$ cat src/rtl/dir_pkg.sv
package dir_pkg;

    typedef enum logic [2:0] {
        OP_READ   = 3'd0,
        OP_DATA   = 3'd1,
        OP_ERASE  = 3'd2,
        OP_EXCL   = 3'd3,
        OP_OUT    = 3'd4,
        OP_INJECT = 3'd5
    } op_e;

    typedef enum logic [2:0] {
        ST_INV = 3'd0,
        ST_SHR = 3'd1,
        ST_EXC = 3'd2,
        ST_RDG = 3'd3,
        ST_ANS = 3'd4,
        ST_AUP = 3'd5,
        ST_WTG = 3'd6,
        ST_RWT = 3'd7
    } st_e;

endpackage

$ cat src/rtl/dir_store.sv
module dir_store
    import dir_pkg::*;
#(
    parameter int IDX_W = 2,
    parameter int TAG_W = 6
) (
    input  logic             clk,
    input  logic             rst_n,
    input  logic [IDX_W-1:0] ra_idx,
    output st_e              ra_st,
    output logic [TAG_W-1:0] ra_tag,
    input  logic [IDX_W-1:0] rb_idx,
    output st_e              rb_st,
    output logic [TAG_W-1:0] rb_tag,
    input  logic             wa_en,
    input  logic [IDX_W-1:0] wa_idx,
    input  st_e              wa_st,
    input  logic [TAG_W-1:0] wa_tag,
    input  logic             wb_en,
    input  logic [IDX_W-1:0] wb_idx,
    input  st_e              wb_st,
    input  logic [TAG_W-1:0] wb_tag
);
    localparam int DEPTH = 1 << IDX_W;

    st_e              st_q  [DEPTH];
    logic [TAG_W-1:0] tag_q [DEPTH];

    assign ra_st  = st_q[ra_idx];
    assign ra_tag = tag_q[ra_idx];
    assign rb_st  = st_q[rb_idx];
    assign rb_tag = tag_q[rb_idx];

    // Port b (the lower bus, handled second) wins on an index collision.
    always_ff @(posedge clk or negedge rst_n) begin
        if (!rst_n) begin
            for (int i = 0; i < DEPTH; i++) begin
                st_q[i]  <= ST_INV;
                tag_q[i] <= '0;
            end
        end else begin
            for (int i = 0; i < DEPTH; i++) begin
                if (wb_en && wb_idx == IDX_W'(i)) begin
                    st_q[i]  <= wb_st;
                    tag_q[i] <= wb_tag;
                end else if (wa_en && wa_idx == IDX_W'(i)) begin
                    st_q[i]  <= wa_st;
                    tag_q[i] <= wa_tag;
                end
            end
        end
    end
endmodule

$ cat src/rtl/dir_hi_rule.sv
module dir_hi_rule
    import dir_pkg::*;
(
    input  logic vld,
    input  op_e  op,
    input  logic hit,
    input  st_e  cur,
    output logic we,
    output st_e  nst,
    output logic dn_v,
    output op_e  dn_o
);
    st_e st;

    always_comb begin
        st   = hit ? cur : ST_INV;
        we   = 1'b0;
        nst  = st;
        dn_v = 1'b0;
        dn_o = OP_READ;
        if (vld) begin
            unique case (op)
                OP_READ: begin
                    if (st == ST_SHR || st == ST_EXC) begin
                        we = 1'b1; nst = ST_AUP; dn_v = 1'b1; dn_o = OP_READ;
                    end
                end
                OP_DATA: begin
                    if (st == ST_RDG) begin
                        we = 1'b1; nst = ST_SHR; dn_v = 1'b1; dn_o = OP_DATA;
                    end else if (st == ST_RWT) begin
                        we = 1'b1; nst = ST_WTG; dn_v = 1'b1; dn_o = OP_DATA;
                    end
                end
                OP_ERASE: begin
                    if (st == ST_WTG || st == ST_RWT) begin
                        we = 1'b1; nst = ST_RWT; dn_v = 1'b1; dn_o = OP_ERASE;
                    end else if (st != ST_INV) begin
                        we = 1'b1; nst = ST_INV; dn_v = 1'b1; dn_o = OP_ERASE;
                    end
                end
                OP_EXCL: begin
                    if (st == ST_WTG) begin
                        we = 1'b1; nst = ST_EXC; dn_v = 1'b1; dn_o = OP_EXCL;
                    end else if (st != ST_INV) begin
                        we = 1'b1; nst = ST_INV; dn_v = 1'b1; dn_o = OP_ERASE;
                    end
                end
                OP_INJECT: begin
                    we = 1'b1; nst = ST_SHR; dn_v = 1'b1; dn_o = OP_INJECT;
                end
                default: ;
            endcase
        end
    end
endmodule

$ cat src/rtl/dir_lo_rule.sv
module dir_lo_rule
    import dir_pkg::*;
#(
    parameter bit IS_TOP = 1'b0
) (
    input  logic vld,
    input  op_e  op,
    input  logic hit,
    input  st_e  cur,
    output logic we,
    output st_e  nst,
    output logic up_v,
    output op_e  up_o,
    output logic dn_v,
    output op_e  dn_o
);
    st_e  st;
    logic keeps_copy;

    always_comb begin
        st         = hit ? cur : ST_INV;
        keeps_copy = (st == ST_SHR) || (st == ST_RDG) || (st == ST_WTG) || (st == ST_RWT);
        we   = 1'b0;
        nst  = st;
        up_v = 1'b0;
        up_o = OP_READ;
        dn_v = 1'b0;
        dn_o = OP_READ;
        if (vld) begin
            unique case (op)
                OP_READ: begin
                    case (st)
                        ST_INV: begin
                            we = 1'b1; nst = ST_RDG;
                            up_v = !IS_TOP; up_o = OP_READ;
                        end
                        ST_SHR, ST_EXC: begin we = 1'b1; nst = ST_ANS; end
                        ST_WTG:         begin we = 1'b1; nst = ST_RWT; end
                        default: ;
                    endcase
                end
                OP_DATA: begin
                    if (st == ST_ANS) begin
                        we = 1'b1; nst = ST_SHR;
                    end else if (st == ST_AUP) begin
                        we = 1'b1; nst = ST_SHR; up_v = !IS_TOP; up_o = OP_DATA;
                    end
                end
                OP_ERASE: begin
                    if (!IS_TOP) begin
                        we = 1'b1; nst = ST_WTG; up_v = 1'b1; up_o = OP_ERASE;
                    end else if (st == ST_EXC) begin
                        dn_v = 1'b1; dn_o = OP_ERASE;
                    end else begin
                        we = 1'b1; nst = ST_EXC; dn_v = 1'b1; dn_o = OP_EXCL;
                    end
                end
                OP_OUT: begin
                    if (!keeps_copy) begin
                        we  = hit;
                        nst = ST_INV;
                        if (IS_TOP) begin
                            dn_v = 1'b1; dn_o = OP_INJECT;
                        end else begin
                            up_v = 1'b1; up_o = OP_OUT;
                        end
                    end
                end
                default: ;
            endcase
        end
    end
endmodule

$ cat src/rtl/dir_node.sv
module dir_node
    import dir_pkg::*;
#(
    parameter int ADDR_W = 8,
    parameter int IDX_W  = 2,
    parameter bit IS_TOP = 1'b0
) (
    input  logic              clk,
    input  logic              rst_n,
    input  logic              hi_vld,
    input  logic [2:0]        hi_op,
    input  logic [ADDR_W-1:0] hi_addr,
    input  logic              lo_vld,
    input  logic [2:0]        lo_op,
    input  logic [ADDR_W-1:0] lo_addr,
    output logic              up_vld,
    output logic [2:0]        up_op,
    output logic [ADDR_W-1:0] up_addr,
    output logic              dn_vld,
    output logic [2:0]        dn_op,
    output logic [ADDR_W-1:0] dn_addr
);
    localparam int TAG_W = ADDR_W - IDX_W;

    logic             hi_v_eff;
    logic [IDX_W-1:0] hi_idx, lo_idx;
    logic [TAG_W-1:0] hi_tag, lo_tag;
    st_e              ra_st, rb_st;
    logic [TAG_W-1:0] ra_tag, rb_tag;

    // A root node has nothing above it: its upper bus is ignored.
    generate
        if (IS_TOP) begin : g_root
            assign hi_v_eff = 1'b0;
        end else begin : g_inner
            assign hi_v_eff = hi_vld;
        end
    endgenerate

    assign hi_idx = hi_addr[IDX_W-1:0];
    assign hi_tag = hi_addr[ADDR_W-1:IDX_W];
    assign lo_idx = lo_addr[IDX_W-1:0];
    assign lo_tag = lo_addr[ADDR_W-1:IDX_W];

    // Transaction from above: evaluated first.
    logic hi_hit, hi_we, hi_dn_v;
    st_e  hi_nst;
    op_e  hi_dn_o;

    assign hi_hit = (ra_st != ST_INV) && (ra_tag == hi_tag);

    dir_hi_rule u_hi (
        .vld  (hi_v_eff),
        .op   (op_e'(hi_op)),
        .hit  (hi_hit),
        .cur  (ra_st),
        .we   (hi_we),
        .nst  (hi_nst),
        .dn_v (hi_dn_v),
        .dn_o (hi_dn_o)
    );

    // Transaction from below sees the result of the one from above.
    logic             same_idx, lo_hit, lo_we, lo_up_v, lo_dn_v;
    st_e              lo_cur_st, lo_nst;
    logic [TAG_W-1:0] lo_cur_tag;
    op_e              lo_up_o, lo_dn_o;

    assign same_idx   = hi_we && (hi_idx == lo_idx);
    assign lo_cur_st  = same_idx ? hi_nst : rb_st;
    assign lo_cur_tag = same_idx ? hi_tag : rb_tag;
    assign lo_hit     = (lo_cur_st != ST_INV) && (lo_cur_tag == lo_tag);

    dir_lo_rule #(.IS_TOP(IS_TOP)) u_lo (
        .vld  (lo_vld),
        .op   (op_e'(lo_op)),
        .hit  (lo_hit),
        .cur  (lo_cur_st),
        .we   (lo_we),
        .nst  (lo_nst),
        .up_v (lo_up_v),
        .up_o (lo_up_o),
        .dn_v (lo_dn_v),
        .dn_o (lo_dn_o)
    );

    dir_store #(.IDX_W(IDX_W), .TAG_W(TAG_W)) u_store (
        .clk    (clk),
        .rst_n  (rst_n),
        .ra_idx (hi_idx),
        .ra_st  (ra_st),
        .ra_tag (ra_tag),
        .rb_idx (lo_idx),
        .rb_st  (rb_st),
        .rb_tag (rb_tag),
        .wa_en  (hi_we),
        .wa_idx (hi_idx),
        .wa_st  (hi_nst),
        .wa_tag (hi_tag),
        .wb_en  (lo_we),
        .wb_idx (lo_idx),
        .wb_st  (lo_nst),
        .wb_tag (lo_tag)
    );

    // Registered bus outputs. The downward sources never collide:
    // hi_dn_v exists only at inner nodes and lo_dn_v only at the root.
    always_ff @(posedge clk or negedge rst_n) begin
        if (!rst_n) begin
            up_vld  <= 1'b0;
            up_op   <= '0;
            up_addr <= '0;
            dn_vld  <= 1'b0;
            dn_op   <= '0;
            dn_addr <= '0;
        end else begin
            up_vld  <= lo_up_v;
            up_op   <= lo_up_o;
            up_addr <= lo_addr;
            dn_vld  <= hi_dn_v || lo_dn_v;
            dn_op   <= hi_dn_v ? hi_dn_o : lo_dn_o;
            dn_addr <= hi_dn_v ? hi_addr : lo_addr;
        end
    end
endmodule

$ cat config.mk
export PLATFORM = sky130hd
export DESIGN_NAME = dir_node
export DESIGN_NICKNAME = d
export VERILOG_FILES = /design/src/rtl/dir_pkg.sv /design/src/rtl/dir_store.sv /design/src/rtl/dir_hi_rule.sv /design/src/rtl/dir_lo_rule.sv /design/src/rtl/dir_node.sv
export SDC_FILE = /design/constraint.sdc
export NUM_CORES = 1
export LEC_CHECK = 0
export BUFFER_PORTS_ARGS = -buffer_cell sky130_fd_sc_hd__buf_2
export CORE_AREA = 3 3 96 98
export CTS_BUF_LIST = sky130_fd_sc_hd__clkbuf_16
export CTS_CLUSTER_DIAMETER = 30
export DETAILED_ROUTE_END_ITERATION = 8
export DIE_AREA = 0 0 99 101
export GPL_ROUTABILITY_DRIVEN = 0
export GPL_TIMING_DRIVEN = 0
export PLACE_DENSITY = 0.8
export SYNTH_ARGS = -nofsm -noshare
export SYNTH_HDL_FRONTEND = slang
export SYNTH_SLANG_ARGS = --single-unit
$ cat constraint.sdc
create_clock -name clk -period 4.8 [get_ports clk]
set_input_delay 0.72 -clock clk [delete_from_list [all_inputs] [get_ports clk]]
set_output_delay 0.72 -clock clk [all_outputs]
set_load 0.02 [all_outputs]
==> flow_summary.json <==
{
  "status": "finished clean",
  "path_cells": "buf_2 -> buf_2 -> mux4_2 -> xor2_1 -> nor4_4 -> nand2_4 -> nor3_1 -> nor3_1 -> a211oi_4 -> a31oi_4 -> o211ai_4 -> mux2_4",
  "crit_slowest_cell": "nor3_1",
  "cts_tree": "done",
  "fill_cells": 667,
  "crit_buf_inv": 2,
  "cp.required_ns": 5.01,
  "power.total_mw": 1.71,
  "maxSlewViolCount": 0,
  "switching_share": 0.283,
  "p_leak_nw": 2.17,
  "dp.final_hpwl_mm": 7.02,
  "fin_ws_ns": 0.278,
  "ys_ff_latch": 60,
  "antenna_found_initial": 0,
  "track_usage": 0.215,
  "ys_async_sr_fraction": 1.00,
  "worstSetupStartpointType": "primary input",
  "finalSetupTns_ns": 0,
  "htree_levels": 3,
  "worst_pin_slew_ns": 1.11,
  "utilization": 0.562,
  "min_path_type": "primary input to async pin",
  "rsz0062_at_grt": "false",
  "die_area_mm2": 0.0100,
  "endpoint_kind": "register",
  "avgSynthCellArea_um2": 11.6,
  "postCtsHoldBufs": 0,
  "setup_viol": 0,
  "cts_setup_buffers": 0,
  "holdWs_ns": 0.462,
  "ant_nets": 0,
  "p_per_area_mw_per_mm2": 356,
  "clockPowerShare": 0.403,
  "maxCapViolCount": 0,
  "ctsRootBufferMaster": "clkbuf_16",
  "ys_seq_area_frac": 0.363,
  "ir_drop_v": 0.000165,
  "rr_worst_depth": 10,
  "grt_pass1_vias": 3237,
  "syn_inst": 358,
  "rows": 34,
  "yosys-top-cells-area": "dfrtp_1 (36%), mux4_2 (9.3%), mux2i_1 (9.0%)",
  "finalHoldViolCount": 0,
  "syn_nets": 384,
  "drt_drc_violations_left": 0,
  "synth_area_leader_cell": "dfrtp_1",
  "min_period_ns": 4.52,
  "coreArea_mm2": 0.00855,
  "crit_arrival_ns": 4.74,
  "wl_mm": 10.3,
  "drt_iter0_markers": 246,
  "combPwrFrac": 0.235,
  "dr.pass1.iters": 5,
  "skew_ns": 0.00800,
  "max_stage_delay_ns": 0.61,
  "avgViaCountPerCell": 6.11,
  "ys_warn_count": 0,
  "p_int_mw": 1.23,
  "clkSlewWorstSetupHoldPaths_ns": 0.06,
  "max-slew-margin-rel": 0.258,
  "synth.distinct_cells": 68,
  "cts_buffers": 9,
  "path_max_fanout": 10,
  "post-place-ws_ns": 0.0546,
  "cts_resized": 0,
  "cp.depth": 12,
  "grt_max_degree": 61,
  "io_buffers": 42,
  "die_x_um": 99,
  "power_frac_seq": 0.362,
  "syn2layout_area_growth_pct": 16.2,
  "crit_type": "primary input to register",
  "fmax_ghz": 0.221,
  "cts.sinks": 60,
  "io_pins": 50,
  "critPathTopFamily": "simple AND/OR/NAND/NOR gates",
  "mostFrequentLayoutCells": "dfrtp_1 (60), buf_2 (46), mux2i_1 (37)",
  "synth-edff-count": 0,
  "layout-drive-gt1-share": 0.332,
  "clock_latency_ns": 0.33,
  "p_switching_mw": 0.484,
  "final_nets": 437,
  "seqCellArea_mm2": 0.00150,
  "avgRoutedWirePerCell_um": 19.6,
  "vias": 3202,
  "synth_area_mm2": 0.00414,
  "n_antenna_cell": 0,
  "multi_input_area_mm2": 0.00244,
  "grt_overflow_total": 0,
  "grt_pass1_wl_mm": 16.8,
  "synth_flop_cell": "dfrtp_1",
  "final_common_cell": "dfrtp_1",
  "synth_top_area_frac": 0.363,
  "min_period_over_period": 0.942,
  "cts_buffer_depth": 2,
  "die_h_um": 101,
  "initial_core_util": 0.484
}
[layout make-up]
| class | instances | area share |
|---|---|---|
| plain buffers | 25 | 0.0305 |
| clock buffers | 9 | 0.0469 |
| flip-flops and latches | 60 | 0.312 |
| multi-input cells | 259 | 0.508 |
| inverters | 14 | 0.0109 |
| clock inverters | 7 | 0.0193 |
| repair buffers | 42 | 0.0443 |
| well taps | 108 | 0.0281 |
[power by group through the flow]
stage	Clock (mW)	Sequential (mW)	Combinational (mW)
after floorplan	0	0.621	0.301
after global placement	0	0.619	0.383
after detailed placement	0	0.625	0.394
after CTS	0.690	0.617	0.400
after global routing	0.720	0.628	0.433
final	0.691	0.619	0.402
[per-layer routing]
| metal | track usage | share of wire | up-vias |
|---|---|---|---|
| li1 | - | - | 1464 |
| met1 | 0.283 | 0.42 | 1576 |
| met2 | 0.345 | 0.49 | 139 |
| met3 | 0.0429 | 0.065 | 23 |
| met4 | 0.0956 | 0.023 | 0 |
| met5 | 0 | 0 | - |
[through the flow]
step	cells	instance area [µm²]
final	524	4810
after CTS	524	4800
after global placement	508	4480
after detailed placement	508	4490
after floorplan	358	4140
after global routing	524	4810
[logic make-up after synthesis]
| family | after synthesis | share of synthesized area |
|---|---|---|
| mux | 91 | 0.301 |
| simple gates | 79 | 0.106 |
| compound gates | 71 | 0.142 |
| flops | 60 | 0.363 |
| buf+inv | 39 | 0.0481 |
| xor+xnor | 18 | 0.0399 |
[final timing paths]
check / startpoint / to / slack [ns]
min: rst_n / up_addr[4]$_DFF_PN0_ / 0.46
max reg2reg: u_store.tag_q[8]$_DFFE_PN0P_ / u_store.tag_q[13]$_DFFE_PN0P_ / 0.48
min reg2reg: u_store.st_q[3]$_DFFE_PN0P_ / u_store.st_q[3]$_DFFE_PN0P_ / 0.60
max in group asynchronous: rst_n / dn_op[0]$_DFF_PN0_ / 3.83
min in group clk: lo_addr[6] / up_addr[6]$_DFF_PN0_ / 0.50
max: hi_addr[1] / u_store.tag_q[13]$_DFFE_PN0P_ / 0.28
[state kept, by name (all words and copies together), names as in the netlist]
name / count
u_store.st_q: 12
dn_vld: 1
up_vld: 1
dn_addr: 8
dn_op: 3
up_addr: 8
up_op: 3
u_store.tag_q: 24
[cell usage after synthesis, types with 4 or more instances]
cell type / instances
nor3b_1: 4
clkbuf_1: 13
buf_6: 4
xnor2_1: 9
mux2_4: 16
buf_2: 5
nor2_1: 17
a21oi_1: 18
nand3_1: 7
dfrtp_1: 60
nand2_1: 13
nor3_1: 8
nor2b_1: 5
mux2i_1: 37
mux2_2: 20
inv_1: 14
mux4_2: 17
xor2_1: 8
o21ai_0: 11
No activity file was read; power rests on OpenSTA's default activity.
